--- src/rtl/spim_pkg.sv ---
// Shared types for the SPI master shifter.
// Assumes nothing beyond being compiled before the modules that import it.
package spim_pkg;

    // Frame mode bits captured while the shifter is idle.
    typedef struct packed {
        logic cpol;
        logic cpha;
        logic wide;
        logic lsb_first;
    } spim_mode_t;

    // Shifter sequencing states.
    typedef enum logic [1:0] {
        ST_IDLE  = 2'd0,
        ST_SHIFT = 2'd1,
        ST_HOLD  = 2'd2
    } spim_state_e;

endpackage

--- src/rtl/spim_clkgen.sv ---
// Half-period tick generator for the serial clock.
// Counts clocks while enabled and pulses tick every div+1 cycles.
// Assumes div stays constant while en is high.
module spim_clkgen #(
    parameter int DIV_W = 8
) (
    input  logic             clk,
    input  logic             rst_n,
    input  logic             en,
    input  logic [DIV_W-1:0] div,
    output logic             tick
);

    logic [DIV_W-1:0] cnt;

    // Half-period counter, held at zero while disabled.
    always_ff @(posedge clk) begin
        if (!rst_n || !en) begin
            cnt <= '0;
        end else if (cnt == div) begin
            cnt <= '0;
        end else begin
            cnt <= cnt + 1'b1;
        end
    end

    // Tick marks the last cycle of each half-period.
    assign tick = en && (cnt == div);

    // The counter never runs past the divisor it was started with.
    p_cnt_bound_r6: assert property (@(posedge clk) disable iff (!rst_n)
        en |-> (cnt <= div));

endmodule

--- src/rtl/spim_hostbuf.sv ---
// Host-side one-word transmit and receive buffers with empty/full flags.
// Each flag raises a one-cycle request strobe when it becomes set.
// A write overrides a same-cycle pop. A push overrides a same-cycle read.
module spim_hostbuf #(
    parameter int W = 16
) (
    input  logic         clk,
    input  logic         rst_n,
    input  logic         wr_en,
    input  logic [W-1:0] wr_data,
    input  logic         pop,
    output logic [W-1:0] pop_data,
    output logic         txe,
    output logic         tx_req,
    input  logic         push,
    input  logic [W-1:0] push_data,
    input  logic         rd_en,
    output logic [W-1:0] rd_data,
    output logic         rxne,
    output logic         rx_req
);

    logic [W-1:0] tx_hold;
    logic [W-1:0] rx_hold;
    logic         txe_d;
    logic         rxne_d;

    // Transmit holding register and its empty flag.
    always_ff @(posedge clk) begin
        if (!rst_n) begin
            tx_hold <= '0;
            txe     <= 1'b1;
        end else if (wr_en) begin
            tx_hold <= wr_data;
            txe     <= 1'b0;
        end else if (pop) begin
            txe     <= 1'b1;
        end
    end

    // Receive holding register and its full flag.
    always_ff @(posedge clk) begin
        if (!rst_n) begin
            rx_hold <= '0;
            rxne    <= 1'b0;
        end else if (push) begin
            rx_hold <= push_data;
            rxne    <= 1'b1;
        end else if (rd_en) begin
            rxne    <= 1'b0;
        end
    end

    // Delayed flags for rising-edge request strobes.
    always_ff @(posedge clk) begin
        if (!rst_n) begin
            txe_d  <= 1'b1;
            rxne_d <= 1'b0;
        end else begin
            txe_d  <= txe;
            rxne_d <= rxne;
        end
    end

    assign pop_data = tx_hold;
    assign rd_data  = rx_hold;
    assign tx_req   = txe & ~txe_d;
    assign rx_req   = rxne & ~rxne_d;

    // The shifter only takes a word that is actually buffered.
    p_pop_when_full_r8: assert property (@(posedge clk) disable iff (!rst_n)
        pop |-> !txe);

    // A host write leaves the buffer marked full.
    p_write_clears_r8: assert property (@(posedge clk) disable iff (!rst_n)
        wr_en |=> !txe);

    // A completed frame always leaves the receive flag set.
    p_push_sets_flag_r7: assert property (@(posedge clk) disable iff (!rst_n)
        push |=> rxne);

endmodule

--- src/rtl/spim_shifter.sv ---
// Frame sequencer and shift registers of the SPI master.
// Captures the mode and divisor while idle, then runs 2N half-period
// edges per frame. It drives and samples according to phase and order,
// and chains frames while the transmit buffer stays full.
// Assumes tick comes from a divider enabled by busy and fed div_act.
module spim_shifter
    import spim_pkg::*;
#(
    parameter int W_LONG  = 16,
    parameter int W_SHORT = 8,
    parameter int DIV_W   = 8
) (
    input  logic              clk,
    input  logic              rst_n,
    input  spim_mode_t        mode_in,
    input  logic [DIV_W-1:0]  div_in,
    output logic [DIV_W-1:0]  div_act,
    input  logic              tick,
    input  logic              buf_full,
    input  logic [W_LONG-1:0] buf_data,
    output logic              pop,
    output logic              push,
    output logic [W_LONG-1:0] push_data,
    output logic              busy,
    output logic              sclk,
    output logic              mosi,
    input  logic              miso,
    output logic              ss_n
);

    localparam int EC_W = $clog2(2 * W_LONG);
    localparam logic [EC_W-1:0] LAST_LONG  = EC_W'(2 * W_LONG - 1);
    localparam logic [EC_W-1:0] LAST_SHORT = EC_W'(2 * W_SHORT - 1);
    localparam logic [W_LONG-1:0] SHORT_MASK =
        {{(W_LONG - W_SHORT){1'b0}}, {W_SHORT{1'b1}}};

    spim_state_e       state;
    spim_mode_t        mode_q;
    spim_mode_t        cur_mode;
    logic [DIV_W-1:0]  div_q;
    logic [EC_W-1:0]   ec;
    logic [EC_W-1:0]   last_edge;
    logic [W_LONG-1:0] txsr;
    logic [W_LONG-1:0] rxsr;
    logic [W_LONG-1:0] rx_next;
    logic [W_LONG-1:0] loaded;
    logic              edge_ev;
    logic              leading;
    logic              is_last;
    logic              drive_ev;
    logic              sample_ev;
    logic              start_ev;

    // Place a word so the first bit to send sits at the shift-out end.
    function automatic logic [W_LONG-1:0] align_tx(input logic [W_LONG-1:0] d,
                                                   input spim_mode_t m);
        if (m.wide || m.lsb_first) begin
            return d;
        end
        return d << (W_LONG - W_SHORT);
    endfunction

    // Bit presented at the shift-out end.
    function automatic logic out_bit(input logic [W_LONG-1:0] sr,
                                     input spim_mode_t m);
        return m.lsb_first ? sr[0] : sr[W_LONG-1];
    endfunction

    // Shift register after one bit has left.
    function automatic logic [W_LONG-1:0] advance(input logic [W_LONG-1:0] sr,
                                                  input spim_mode_t m);
        return m.lsb_first ? (sr >> 1) : (sr << 1);
    endfunction

    // Mode in force: live inputs while idle, captured copy otherwise.
    assign cur_mode  = (state == ST_IDLE) ? mode_in : mode_q;
    assign div_act   = div_q;
    assign busy      = (state != ST_IDLE);

    // Edge bookkeeping for the current frame.
    assign last_edge = mode_q.wide ? LAST_LONG : LAST_SHORT;
    assign edge_ev   = (state == ST_SHIFT) && tick;
    assign leading   = ~ec[0];
    assign is_last   = (ec == last_edge);
    assign drive_ev  = edge_ev && (mode_q.cpha ? leading : (!leading && !is_last));
    assign sample_ev = edge_ev && (mode_q.cpha ? !leading : leading);
    assign start_ev  = buf_full &&
                       ((state == ST_IDLE) || ((state == ST_HOLD) && tick));
    assign pop       = start_ev;
    assign loaded    = align_tx(buf_data, cur_mode);

    // Capture the configuration only while no transfer is running.
    always_ff @(posedge clk) begin
        if (!rst_n) begin
            mode_q <= '0;
            div_q  <= '0;
        end else if (state == ST_IDLE) begin
            mode_q <= mode_in;
            div_q  <= div_in;
        end
    end

    // Sequencer for select, serial clock and edge count.
    always_ff @(posedge clk) begin
        if (!rst_n) begin
            state <= ST_IDLE;
            sclk  <= 1'b0;
            ss_n  <= 1'b1;
            ec    <= '0;
        end else begin
            case (state)
                ST_IDLE: begin
                    sclk <= mode_in.cpol;
                    if (start_ev) begin
                        state <= ST_SHIFT;
                        ss_n  <= 1'b0;
                        ec    <= '0;
                    end
                end
                ST_SHIFT: begin
                    if (tick) begin
                        sclk <= ~sclk;
                        if (is_last) begin
                            state <= ST_HOLD;
                        end else begin
                            ec <= ec + 1'b1;
                        end
                    end
                end
                ST_HOLD: begin
                    if (tick) begin
                        ec <= '0;
                        if (buf_full) begin
                            state <= ST_SHIFT;
                        end else begin
                            state <= ST_IDLE;
                            ss_n  <= 1'b1;
                        end
                    end
                end
                default: begin
                    state <= ST_IDLE;
                    ss_n  <= 1'b1;
                end
            endcase
        end
    end

    // Transmit shift register and registered data-out line.
    always_ff @(posedge clk) begin
        if (!rst_n) begin
            txsr <= '0;
            mosi <= 1'b0;
        end else if (start_ev) begin
            if (!cur_mode.cpha) begin
                mosi <= out_bit(loaded, cur_mode);
                txsr <= advance(loaded, cur_mode);
            end else begin
                txsr <= loaded;
            end
        end else if (drive_ev) begin
            mosi <= out_bit(txsr, mode_q);
            txsr <= advance(txsr, mode_q);
        end
    end

    // Next receive shift value, including a sample taken this cycle.
    always_comb begin
        rx_next = rxsr;
        if (sample_ev) begin
            rx_next = mode_q.lsb_first ? {miso, rxsr[W_LONG-1:1]}
                                       : {rxsr[W_LONG-2:0], miso};
        end
    end

    // Receive shift register.
    always_ff @(posedge clk) begin
        if (!rst_n) begin
            rxsr <= '0;
        end else begin
            rxsr <= rx_next;
        end
    end

    // Received word, right-aligned for short frames.
    always_comb begin
        if (mode_q.wide) begin
            push_data = rx_next;
        end else if (mode_q.lsb_first) begin
            push_data = rx_next >> (W_LONG - W_SHORT);
        end else begin
            push_data = rx_next & SHORT_MASK;
        end
    end

    assign push = edge_ev && is_last;

    // After a whole frame of edges the clock is back at its rest level.
    p_sclk_rest_r2: assert property (@(posedge clk) disable iff (!rst_n)
        (state == ST_HOLD) |-> (sclk == mode_q.cpol));

    // Received words are only delivered inside a selected frame.
    p_push_in_frame_r7: assert property (@(posedge clk) disable iff (!rst_n)
        push |-> !ss_n);

    // The edge count stays within the captured frame length.
    p_edge_bound_r4: assert property (@(posedge clk) disable iff (!rst_n)
        (state == ST_SHIFT) |-> (ec <= last_edge));

endmodule

--- src/rtl/spi_master_core.sv ---
// Top level of the SPI master: host buffers, frame shifter and divider.
// Assumes one synchronous clock domain and a synchronous active-low reset.
module spi_master_core
    import spim_pkg::*;
#(
    parameter int W_LONG  = 16,
    parameter int W_SHORT = 8,
    parameter int DIV_W   = 8
) (
    input  logic              clk,
    input  logic              rst_n,
    input  logic              cfg_cpol,
    input  logic              cfg_cpha,
    input  logic              cfg_wide,
    input  logic              cfg_lsb_first,
    input  logic [DIV_W-1:0]  cfg_div,
    input  logic              tx_wr,
    input  logic [W_LONG-1:0] tx_data,
    output logic              tx_empty,
    output logic              tx_req,
    input  logic              rx_rd,
    output logic [W_LONG-1:0] rx_data,
    output logic              rx_full,
    output logic              rx_req,
    output logic              busy,
    output logic              sclk,
    output logic              mosi,
    input  logic              miso,
    output logic              ss_n
);

    spim_mode_t        mode_in;
    logic [DIV_W-1:0]  div_act;
    logic              tick;
    logic              pop;
    logic              push;
    logic [W_LONG-1:0] pop_data;
    logic [W_LONG-1:0] push_data;

    assign mode_in = '{cpol: cfg_cpol, cpha: cfg_cpha,
                       wide: cfg_wide, lsb_first: cfg_lsb_first};

    spim_hostbuf #(.W(W_LONG)) u_buf (
        .clk       (clk),
        .rst_n     (rst_n),
        .wr_en     (tx_wr),
        .wr_data   (tx_data),
        .pop       (pop),
        .pop_data  (pop_data),
        .txe       (tx_empty),
        .tx_req    (tx_req),
        .push      (push),
        .push_data (push_data),
        .rd_en     (rx_rd),
        .rd_data   (rx_data),
        .rxne      (rx_full),
        .rx_req    (rx_req)
    );

    spim_clkgen #(.DIV_W(DIV_W)) u_div (
        .clk   (clk),
        .rst_n (rst_n),
        .en    (busy),
        .div   (div_act),
        .tick  (tick)
    );

    spim_shifter #(
        .W_LONG  (W_LONG),
        .W_SHORT (W_SHORT),
        .DIV_W   (DIV_W)
    ) u_shift (
        .clk       (clk),
        .rst_n     (rst_n),
        .mode_in   (mode_in),
        .div_in    (cfg_div),
        .div_act   (div_act),
        .tick      (tick),
        .buf_full  (!tx_empty),
        .buf_data  (pop_data),
        .pop       (pop),
        .push      (push),
        .push_data (push_data),
        .busy      (busy),
        .sclk      (sclk),
        .mosi      (mosi),
        .miso      (miso),
        .ss_n      (ss_n)
    );

endmodule

--- config.mk ---
export PLATFORM = sky130hd
export DESIGN_NAME = spi_master_core
export DESIGN_NICKNAME = d
export VERILOG_FILES = /design/src/rtl/spim_pkg.sv /design/src/rtl/spim_clkgen.sv /design/src/rtl/spim_hostbuf.sv /design/src/rtl/spim_shifter.sv /design/src/rtl/spi_master_core.sv
export SDC_FILE = /design/constraint.sdc
export NUM_CORES = 1
export LEC_CHECK = 0
export ABC_AREA = 1
export BUFFER_PORTS_ARGS = -buffer_cell sky130_fd_sc_hd__buf_2
export CAP_MARGIN = 20
export CORE_UTILIZATION = 35
export DETAILED_ROUTE_END_ITERATION = 10
export GPL_TIMING_DRIVEN = 0
export PLACE_DENSITY = 0.52
export SLEW_MARGIN = 10
export SYNTH_ARGS = -nofsm -noshare
export SYNTH_HDL_FRONTEND = slang
export SYNTH_HIERARCHICAL = 1
export SYNTH_SLANG_ARGS = --single-unit
export TNS_END_PERCENT = 30
--- constraint.sdc ---
create_clock -name clk -period 3.3 [get_ports clk]
set_input_delay 0.495 -clock clk [delete_from_list [all_inputs] [get_ports clk]]
set_output_delay 0.495 -clock clk [all_outputs]
set_load 0.03 [all_outputs]
### Word-level counts from Yosys, hierarchy flattened

Cells that the tools add are included.

* input bits: 33
* word-level logic and storage cells: 108
* register bits after elaboration: 97

* mux-type cells: 42
* add/sub/neg operators: 2
* bitwise logic cells: 7
* equality and inequality tests: 11
* reduce and logical (&&, ||, !) cells: 28

Operators by type and width (count)
* $mux 16: 10
* $mux 5: 5
* $mux 1: 17
* $pmux 5 s3: 1
* $reduce_bool 2->1: 5
* $add 8x1->8 const B: 1
* $eq 8x8->1: 1
* $logic_and 1x1->1: 8
* $mux 2: 4
* $mux 8: 1
* $ne 2x2->1 const B: 4
* $reduce_and 4->1: 2
* $ne 2x1->1 const B: 3
* $pmux 2 s3: 1
* $add 5x1->5 const B: 1
* $eq 5x5->1: 1
* $not 1->1: 5
* $reduce_and 5->1: 1
* $logic_not 1->1: 4
* $reduce_and 2->1: 2
* $logic_or 1x1->1: 3
* $mux 3: 1
* $pmux 1 s3: 1
* $reduce_bool 3->1: 1
* other kinds (6): 7

### Depth between registers and ports, before layout

Gate-level depths: netlist of run 1.

* word-level depth: 8
* mapped depth: 20

### By module

The synthesis of run 1 kept the hierarchy.

By module, submodules not included
* spim_shifter: cells each 521, area each 3353.2 um^2, seq. area each 1061.0 um^2, instances 1
* spim_hostbuf: cells each 219, area each 1521.5 um^2, seq. area each 720.7 um^2, instances 1
* spim_clkgen: cells each 74, area each 511.7 um^2, seq. area each 160.2 um^2, instances 1
* spi_master_core: cells each 1, area each 3.8 um^2, seq. area each 0.0 um^2, instances 1

### Least setup slack after synthesis of run 1

No wires, ideal clock.

* path kind: reg-to-reg
* from: register u_shift.state[1]
* to: register u_buf.rx_hold[5] (netlist: u_buf/rd_data[5])
* arrival: 2.460 ns
* path slack: 0.726 ns
* stages on the path, launching flop included: 19
* required time: 3.186 ns
* library setup time: 0.114 ns
* buffers on the path: 3
* period minus slack after synthesis: 2.574 ns
* path through: dfxtp_1 -> inv_1 -> nand2_1 -> clkbuf_1 -> inv_1 -> nor2_1 -> nand2_4 -> inv_2 -> and2_4 -> buf_6 -> buf_12 -> o211ai_2 -> o21a_1 -> nand2_1 -> o21ai_1 -> inv_1 -> nand2_1 -> nand2_1 -> nor2_1

* word-level cells in the longest chain between the ends: 7
* elaborated cells on any way between the ends: 9

Ends and longest elaborated chain
* from (decl): RTL line spim_shifter.sv:37 `spim_state_e state;`
* from (signal assigned): RTL line spim_shifter.sv:106 `state <= ST_IDLE;`
* from (signal assigned): RTL line spim_shifter.sv:115 `state <= ST_SHIFT;`
* from (signal assigned): RTL line spim_shifter.sv:124 `state <= ST_HOLD;`
* $reduce_bool 2->1 *: RTL line spim_shifter.sv:78 `assign busy = (state != ST_IDLE);`
* net busy: RTL line spi_master_core.sv:25 `output logic busy,`
* $logic_and 1x1->1 *: RTL line spim_clkgen.sv:28 `assign tick = en && (cnt == div);`
* net tick: RTL line spi_master_core.sv:34 `logic tick;`
* $logic_and 1x1->1 *: RTL line spim_shifter.sv:82 `assign edge_ev = (state == ST_SHIFT) && tick;`
* $logic_and 1x1->1 *: RTL line spim_shifter.sv:86 `assign sample_ev = edge_ev && (mode_q.cpha ? !leading : leading);`
* $mux 16 *: RTL line spim_shifter.sv:170 `if (sample_ev) begin`
* $mux 8: RTL line spim_shifter.sv:189 `end else if (mode_q.lsb_first) begin`
* $mux 16 *: RTL line spim_shifter.sv:187 `if (mode_q.wide) begin`
* net push_data[5]: RTL line spi_master_core.sv:38 `logic [W_LONG-1:0] push_data;`
* to (signal assigned): RTL line spim_hostbuf.sv:47 `rx_hold <= push_data;`
* to (decl): RTL line spim_hostbuf.sv:24 `logic [W-1:0] rx_hold;`

Mark *: on every way through the listed nets, which the timed path passes. The rest lies on a longest branch.
A chain may end at the register's enable or synchronous reset.

### Final worst setup path of run 1

* from: register u_shift.state[1]
* to: register u_shift.txsr[15]

* elaborated cells on any way between the ends: 18

RTL lines
* $reduce_bool 2->1 *: RTL line spim_shifter.sv:78
* $logic_and 1x1->1 *: RTL line spim_clkgen.sv:28
* net tick: RTL line spi_master_core.sv:34
* $logic_and 1x1->1: RTL line spim_shifter.sv:88 `((state == ST_IDLE) || ((state == ST_HOLD) && tick));`
* $logic_or 1x1->1: RTL line spim_shifter.sv:88
* $logic_and 1x1->1: RTL line spim_shifter.sv:87 `assign start_ev = buf_full &&`
* $mux 16 or $reduce_bool 2->1 (tied branches)
* to (signal assigned): RTL line spim_shifter.sv:157 `txsr <= advance(loaded, cur_mode);`
* to (signal assigned): RTL line spim_shifter.sv:159 `txsr <= loaded;`
* to (signal assigned): RTL line spim_shifter.sv:163 `txsr <= advance(txsr, mode_q);`
* to (decl): RTL line spim_shifter.sv:43 `logic [W_LONG-1:0] txsr;`

Marked as above.

==> run metrics, run 1 <==
P_int 2380 uW; most numerous cell in the Yosys netlist nand2_1; grt total ovfl 0; RSZ-0062 raised after global routing no; synth-to-layout area growth 15.6%; library cells used by synthesis 40; ANT cells 0; antenna viol nets, final 0; beginning of the worst hold path rx_rd; number of flops mapped to enable cells by yosys 0; Seq/Total Area, Yosys 36.0%; reg-to-reg slack, setup 0.50 ns; Setup-failing EPs final 0; nets 915; DRC violation total after the first TritonRoute iteration 346; FF-to-FF Start u_shift/state[1]$_SDFFE_PN0P_; MaxCap Viol Count 0; Least-Margin Pin Slew 0.538 ns; Initial Util 36.5%; Max Slew Vio Count 0; Post-Syn Area 0.00539 sq mm; Worst Hold Path EP u_buf/rxne$_SDFFE_PN0P_; Setup TNS Final 0 ns; Leakage 0.00271 uW; CP endpoint kind flop; filler instances 1585; commonest cells in the netlist 200 x nand2_1, 138 x nor2_1, 97 x dfxtp_1; CP Data Required Time 3.59 ns; Clock power frac 33.0%; layout cells sized above 1 16.6%; maximum vdd drop 0.000283 V; CORE AREA 0.0148 sq mm; switching pwr 1330 uW; final core utilization 42.2%; CTS resizes 0; syn nets 850; sequential power share 36.8%; via count 5006; #FFs+latches synth 97; Rel. slew slack 64.1%; worst hold path cell count 2; Die Wd 126 um; pwr dens 595 mW/mm^2; Post-synth ARST share 0%; Sw Ratio 35.8%; syn avg cell area 6.61 sq um; vias in the first global route 4498; worst flop-to-flop path endpoint u_shift/txsr[15]$_SDFFE_PN0P_; Tcrit/Tclk final 84.8%; CTS H-tree depth 3; fin crit period 2.80 ns; Synth Warn # 6; Die ar. 0.0159 sq mm; I/O Buffers 55; WL final 13500 um; crit path DAT 3.08 ns; setup bufs post-CTS 0; gpl congestion 0.817; ys flop type dfxtp_1; io pins 57; critical path class reg -> reg; Rows 44; vias per cell 4.68; Skew-Pair Late Insertion Delay 0.35 ns; crit path launch type flop; Total Routing Usage GR 17.8%; Worst R2R Path Depth 13; final hold viol count 0; post-DP HPWL 9930 um; top cells by area, synth dfxtp_1 36%, nand2_1 14%, nor2_1 9.6%; root buf cell clkbuf_16; cts hold-fix bufs 0; initial antenna violation count 0; cts bufs inserted 9; largest net degree at the start of global routing 17; Sink Count 97; clk_skew 0.00562 ns; Peak Freq 358 MHz; cells after synthesis 815; status complete, no violations; DRT Pass-1 Iters 5; CP max FO 15; Synth top area share 36.0%; worst min-delay path class in -> reg; Worst-path clk slew 0.07 ns; global-route wire length before repair 22600 um; TritonCTS clock tree yes; Comb power frac 30.2%; Die H 126 um; Post-route DRC 0; Max clock buf depth 2; drt wl/cell 12.6 um; area leader, netlist dfxtp_1
==> kinds of logic after synthesis <==
| family | synth area share, % |
|---|---|
| simple gates | 36.3 |
| mux | 0.371 |
| fa+ha+maj | 0.464 |
| flops | 36.0 |
| xor+xnor | 1.95 |
| compound gates | 11.9 |
| buf+inv | 13.0 |
==> worst max path at each step <==
stage | from | end | depth (start not counted) | slack (ns)
4_1_cts | u_shift/state[1]$_SDFFE_PN0P_ | u_shift/txsr[15]$_SDFFE_PN0P_ | 14 | 0.27
3_5_place_dp | u_shift/state[1]$_SDFFE_PN0P_ | u_shift/txsr[15]$_SDFFE_PN0P_ | 14 | 0.29
3_3_place_gp | u_shift/state[1]$_SDFFE_PN0P_ | u_shift/txsr[8]$_SDFFE_PN0P_ | 15 | 0.31
2_1_floorplan | u_shift/state[1]$_SDFFE_PN0P_ | u_buf/rd_data[5]$_SDFFE_PN0P_ | 18 | 0.73
5_1_grt | u_shift/state[1]$_SDFFE_PN0P_ | u_shift/txsr[15]$_SDFFE_PN0P_ | 13 | 0.05
6_report | u_shift/state[1]$_SDFFE_PN0P_ | u_shift/txsr[15]$_SDFFE_PN0P_ | 13 | 0.50
==> power by group through the flow <==
stage	registers [uW]	clock network [uW]	logic (uW)
after global placement	1390	0	1120
after CTS	1360	1270	1120
after global routing	1380	1310	1260
final	1360	1230	1120
after detailed placement	1390	0	1120
after floorplan	1380	0	837
==> worst max-delay path, stage by stage (launching register included) <==
cell and delay [ns]:
dfxtp_1 0.56, inv_1 0.11, nand2_1 0.43, inv_1 0.08
nor2_1 0.28, inv_1 0.10, nand2_1 0.08, nand2_1 0.08
inv_1 0.11, clkbuf_1 0.43, nand2_1 0.11, nor2_1 0.18
a21oi_1 0.06, a21oi_1 0.14
==> area by class of cell <==
cell class	instances	area, sq um	area share [%]
clock inverters	6	113	1.81
plain buffers	41	327	5.24
inverters	99	372	5.96
flip-flops and latches	97	1940	31.2
clock buffers	10	229	3.67
repair buffers	55	275	4.42
well taps	184	230	3.69
multi-input cells	577	2750	44.1
==> state kept, by name (all words and copies together), names as in the netlist <==
register,cells
u_buf/rxne_d,1
u_shift/rxsr,16
u_shift/ss_n,1
u_shift/ec,5
u_buf/txe,1
u_shift/state,2
u_buf/pop_data,16
u_shift/mode_q,3
u_shift/sclk,1
u_div/cnt,8
u_shift/txsr,16
u_shift/mosi,1
u_shift/div_act,8
u_buf/txe_d,1
u_buf/rxne,1
u_buf/rd_data,16
==> layer usage <==
metal | share of wire, % | GRT usage (%) | up-vias
met5 | 0 | 0 | -
met4 | 1.4 | 5.32 | 0
met3 | 5.0 | 3.91 | 13
met2 | 41 | 25.7 | 121
met1 | 52 | 26.0 | 2193
li1 | - | - | 2679
==> metrics by stage <==
step | hold WS, ns | cells | cell area (sq um) | setup slack, ns | power (uW)
floorplan | 0.458 | 815 | 5390 | 0.726 | 2220
global placement | 0.461 | 1054 | 5900 | 0.305 | 2510
detailed placement | 0.463 | 1054 | 5900 | 0.288 | 2510
CTS | 0.318 | 1070 | 6240 | 0.267 | 3750
global route | 0.331 | 1069 | 6230 | 0.0459 | 3950
finish | 0.328 | 1069 | 6230 | 0.503 | 3710
==> cells in the final DEF, fill, tap and decap left out, drive strengths merged, types with 10 or more instances in the layout <==
| cell type | synthesis | final |
|---|---|---|
| nand2 | 216 | 216 |
| nor2 | 154 | 154 |
| inv | 98 | 100 |
| dfxtp | 97 | 97 |
| buf | 29 | 84 |
| nand3 | 73 | 73 |
| o21ai | 57 | 57 |
| a21oi | 28 | 28 |
| clkbuf | 13 | 22 |
| o211ai | 10 | 10 |
Power figures use the tool's default switching activity.
==> inputs of run 2 (changes only) <==
==> constraint.sdc (replaced) <==
create_clock -name clk -period 2.6 [get_ports clk]
set_input_delay 0.39 -clock clk [delete_from_list [all_inputs] [get_ports clk]]
set_output_delay 0.39 -clock clk [all_outputs]
set_load 0.03 [all_outputs]
==> run 2 against run 1 <==
Effect of this change:
- global-route usage about the same
- final cell count unchanged
- sequential cell count unchanged
- design area up 0.22%
- largest power group unchanged
==> run metrics, run 2 (same netlist as run 1, synthesis figures left out) <==
Die H 126 um; worst flop-to-flop path endpoint u_buf/rd_data[0]$_SDFFE_PN0P_; FF-to-FF Start u_shift/state[0]$_SDFFE_PN0P_; MaxCap Viol Count 0; worst min-delay path class in -> reg; Die ar. 0.0159 sq mm; Sink Count 97; Worst Hold Path EP u_buf/rxne$_SDFFE_PN0P_; maximum vdd drop 0.000360 V; ANT cells 0; layout cells sized above 1 17.2%; RSZ-0062 raised after global routing no; root buf cell clkbuf_16; CP Data Required Time 2.85 ns; status complete, no violations; Setup-failing EPs final 0; Leakage 0.00272 uW; reg-to-reg slack, setup 0.26 ns; Rows 44; initial antenna violation count 0; CP max FO 15; Least-Margin Pin Slew 0.507 ns; Max Slew Vio Count 0; crit path launch type flop; grt total ovfl 0; pwr dens 756 mW/mm^2; final core utilization 42.3%; Max clock buf depth 2; cts bufs inserted 9; Worst R2R Path Depth 16; DRC violation total after the first TritonRoute iteration 342; antenna viol nets, final 0; vias per cell 4.69; filler instances 1587; post-DP HPWL 9930 um; vias in the first global route 4491; CP endpoint kind flop; synth-to-layout area growth 15.9%; Worst-path clk slew 0.07 ns; Post-route DRC 0; I/O Buffers 55; critical path class reg -> reg; crit path DAT 2.59 ns; io pins 57; worst hold path cell count 2; clk_skew 0.00561 ns; gpl congestion 0.817; Die Wd 126 um; drt wl/cell 12.6 um; WL final 13500 um; Total Routing Usage GR 17.7%; DRT Pass-1 Iters 5; TritonCTS clock tree yes; Tcrit/Tclk final 89.9%; critical path launch point u_shift/state[0]$_SDFFE_PN0P_; Rel. slew slack 66.2%; setup bufs post-CTS 0; CTS H-tree depth 3; commonest cells after routing, fill and taps aside 199 x nand2_1, 137 x nor2_1, 96 x dfxtp_1; beginning of the worst hold path rx_rd; Peak Freq 428 MHz; via count 5016; Skew-Pair Late Insertion Delay 0.35 ns; fin crit period 2.34 ns; commonest non-fill, non-tap cell in the layout nand2_1; Initial Util 36.5%; nets 915; global-route wire length before repair 22600 um; final hold viol count 0; CORE AREA 0.0148 sq mm; WHS 0.222 ns; largest net degree at the start of global routing 17
run 2: cell counts in the layout (fill, tap and decap cells not counted):
Identical to the previous run, type by type.
run 2: timing repair:
action	4_1_cts	5_1_grt
endpoints found under the setup margin	56	38
hold buffers	0	0
gates resized for setup	2	5
hold endpoints to repair	0	0
run 2: stage by stage:
stage | worst slack [ns] | setup TNS [ns] | instance area (sq um) | power, uW | std cells
floorplan | 0.0258 | 0 | 5390 | 2820 | 815
global placement | -0.395 | -11.78 | 5900 | 3190 | 1054
detailed placement | -0.412 | -11.65 | 5900 | 3180 | 1054
CTS | 0.0347 | 0 | 6240 | 4760 | 1069
global route | 0.0109 | 0 | 6250 | 5020 | 1069
finish | 0.264 | 0 | 6250 | 4720 | 1069
run 2: area by class of cell:
cell class	count	area [sq um]	area share, %
Timing Repair Buffer	55	275	4.41
Inverter	99	372	5.95
Clock inverter	6	113	1.80
Multi-Input combinational cell	577	2760	44.1
Buffer	41	329	5.27
Sequential cell	97	1940	31.1
Clock buffer	10	229	3.67
Tap cell	184	230	3.69
run 2: worst max-delay path, stage by stage, from the launching register on:
cell and delay (ns):
dfxtp_1 0.51, inv_2 0.12, nand2_4 0.19, inv_1 0.07, nor2_2 0.20, nand2_4 0.09
inv_2 0.07, and2_4 0.13, buf_6 0.12, buf_6 0.14, o21ai_0 0.08, o21ai_0 0.15
mux2i_1 0.13, inv_1 0.08, nand2_1 0.05, nand2_1 0.07, nor2_1 0.04
run 2: power by group:
group / leakage (uW) / internal, uW / switching (uW)
Clock: 0.000167 / 947 / 611
Sequential: 0.000793 / 1620 / 117
Combinational: 0.00176 / 464 / 967
run 2: worst max path at each step:
stage	to
2_1_floorplan	u_buf/rd_data[5]$_SDFFE_PN0P_
3_3_place_gp	u_shift/txsr[8]$_SDFFE_PN0P_
3_5_place_dp	u_shift/txsr[15]$_SDFFE_PN0P_
4_1_cts	u_buf/rd_data[0]$_SDFFE_PN0P_
5_1_grt	u_shift/ec[1]$_SDFFE_PN0P_
6_report	u_buf/rd_data[0]$_SDFFE_PN0P_
run 2: metal layers:
| layer | vias up | part of all wire, % | track usage [%] | routed length, um |
|---|---|---|---|---|
| met5 | - | 0 | 0 | 0 |
| met4 | 0 | 1.4 | 5.32 | 184 |
| met3 | 13 | 5.3 | 3.91 | 712 |
| met2 | 121 | 41 | 25.6 | 5550 |
| met1 | 2200 | 52 | 26.1 | 7010 |
| li1 | 2682 | - | - | - |
==> inputs of run 3 (changes only) <==
--- a/config.mk
+++ b/config.mk
@@ -11,7 +11,7 @@
 export CORE_UTILIZATION = 35
 export DETAILED_ROUTE_END_ITERATION = 10
 export GPL_TIMING_DRIVEN = 0
-export PLACE_DENSITY = 0.52
+export PLACE_DENSITY = 0.64
 export SLEW_MARGIN = 10
 export SYNTH_ARGS = -nofsm -noshare
 export SYNTH_HDL_FRONTEND = slang
==> constraint.sdc (replaced) <==
create_clock -name clk -period 2.6 [get_ports clk]
set_input_delay 0.13 -clock clk [delete_from_list [all_inputs] [get_ports clk]]
set_output_delay 0.13 -clock clk [all_outputs]
set_load 0.03 [all_outputs]
==> run 3 against run 2 <==
Effect of this change:
- non-clock buffer count rose by 8
- first-iteration DRC count up 18%
- design area is 0.58% higher
- maximum frequency grew 0.91%
- sequential share of layout area shrank 0.16 points
==> run metrics, run 3 (same netlist as run 1, synthesis figures left out) <==
global-route wire length before repair 22100 um; layout cells sized above 1 17.2%; clk_skew 0.00720 ns; commonest non-fill, non-tap cell in the layout nand2_1; CORE AREA 0.0148 sq mm; switching pwr 1700 uW; Sw Ratio 37.5%; DRC violation total after the first TritonRoute iteration 405; Post-route DRC 0; sequential power share 38.2%; placed cell area 0.00590 sq mm; vias per cell 4.72; worst min-delay path class in -> reg; post-DP HPWL 9530 um; RSZ-0062 raised after global routing no; FF-to-FF Start u_shift/state[1]$_SDFFE_PN0P_; Max clock buf depth 2; ANT cells 0; I/O Buffers 55; critical path class reg -> reg; final hold viol count 0; synth-to-layout area growth 16.6%; Leakage 0.00273 uW; Skew-Pair Late Insertion Delay 0.36 ns; Final WS setup 0.285 ns; drt wl/cell 12.1 um; Max Slew Vio Count 0; Initial Util 36.5%; MaxCap Viol Count 0; Die Wd 126 um; CTS H-tree depth 3; nets 923; Clock power frac 30.5%; io pins 57; final core utilization 42.6%; status complete, no violations; P_int 2840 uW; WL final 13000 um; initial antenna violation count 0; grt total ovfl 0; reg-to-reg slack, setup 0.28 ns; root buf cell clkbuf_16; Rel. slew slack 67.6%; pwr dens 724 mW/mm^2; worst flop-to-flop path endpoint u_buf/rd_data[0]$_SDFFE_PN0P_; vias in the first global route 4591; Worst R2R Path Depth 16; CP Data Required Time 2.86 ns; antenna viol nets, final 0; DRT Pass-1 Iters 5; Rows 44; Worst-path clk slew 0.07 ns; largest net degree at the start of global routing 18; fin crit period 2.32 ns; worst slack at placement -0.337 ns; Comb power frac 31.3%; maximum vdd drop 0.000462 V; Tcrit/Tclk final 89.0%; critical path launch point u_shift/state[1]$_SDFFE_PN0P_; setup bufs post-CTS 0; Peak Freq 432 MHz; crit path DAT 2.57 ns; CP endpoint kind flop; Die H 126 um; Total Routing Usage GR 17.2%; TritonCTS clock tree yes; Die ar. 0.0159 sq mm; Sink Count 97; cts bufs inserted 9; critical path endpoint u_buf/rd_data[0]$_SDFFE_PN0P_; commonest cells after routing, fill and taps aside 199 x nand2_1, 137 x nor2_1, 95 x inv_1, 95 x dfxtp_1, 72 x nand3_1; via count 5084; Least-Margin Pin Slew 0.486 ns; Setup-failing EPs final 0; crit path launch type flop; CP max FO 15; post-route design area 0.00628 sq mm; gpl congestion 0.863
==> run 3: changes by cell type in the layout (fill, tap and decap cells not counted), sizes merged <==
cell / delta
clkinv: +1
clkbuf: -1
inv: +1
bufinv: -2
dlygate4sd3: +8
clkinvlp: +1
==> run 3: layer usage <==
metal | global-route usage [%] | part of all wire [%] | vias up
li1 | - | - | 2699
met1 | 23.9 | 51 | 2257
met2 | 26.8 | 43 | 117
met3 | 3.74 | 4.5 | 11
met4 | 5.03 | 1.4 | 0
met5 | 0 | 0 | -
==> run 3: area by class of cell <==
cell class / instances / area [sq um]
fillers: 1592 / 8470
repair buffers: 63 / 355
inverters: 99 / 372
well taps: 184 / 230
clock inverters: 7 / 76.3
multi-input cells: 577 / 2750
flip-flops and latches: 97 / 1940
clock buffers: 9 / 225
plain buffers: 41 / 329
==> run 3: power groups by stage <==
stage                     Sequential (uW)  Clock, uW  Combinational [uW]
final                                1730       1390                1420
after global routing                 1760       1470                1600
after CTS                            1730       1430                1410
after detailed placement             1760          0                1400
after global placement               1760          0                1390
after floorplan                      1750          0                1060
==> run 3: what timing repair did <==
action | in CTS | in global routing
setup endpoints to repair | 47 | 37
pin swaps | 0 | 0
resized for setup | 1 | 7
endpoints found under the hold margin | 8 | 0
hold buffers | 8 | 0
==> run 3: metrics by stage <==
step / setup TNS, ns / power, uW / hold WS, ns / instances
6_report: 0 / 4550 / 0.00768 / 1077
5_1_grt: 0 / 4830 / 0.0412 / 1077
4_1_cts: 0 / 4570 / 0.00320 / 1077
3_5_place_dp: -8.01 / 3160 / 0.337 / 1054
3_3_place_gp: -7.74 / 3150 / 0.324 / 1054
2_1_floorplan: 0 / 2820 / 0.241 / 815
==> run 3: critical path, cell delays in order (launching register included) <==
cell and delay (ns):
dfxtp_2 0.44, inv_1 0.09, nand2_2 0.26, inv_1 0.09
nor2_2 0.20, nand2_4 0.09, inv_2 0.07, and2_4 0.14
buf_6 0.12, buf_6 0.14, o21ai_0 0.08, o21ai_0 0.16
mux2i_1 0.13, inv_1 0.07, nand2_1 0.05, nand2_1 0.05
nor2_1 0.03
==> run 3: how the worst min path moves through the flow <==
stage,from,to,slack (ns),cells past startpoint
after floorplan,rx_rd,u_buf/rxne$_SDFFE_PN0P_,0.24,1
after global placement,rx_rd,u_buf/rxne$_SDFFE_PN0P_,0.32,2
after detailed placement,rx_rd,u_buf/rxne$_SDFFE_PN0P_,0.34,2
after CTS,cfg_div[1],u_shift/div_act[1]$_SDFFE_PN0N_,0.003,3
after global routing,cfg_div[1],u_shift/div_act[1]$_SDFFE_PN0N_,0.04,3
final,cfg_div[1],u_shift/div_act[1]$_SDFFE_PN0N_,0.008,3
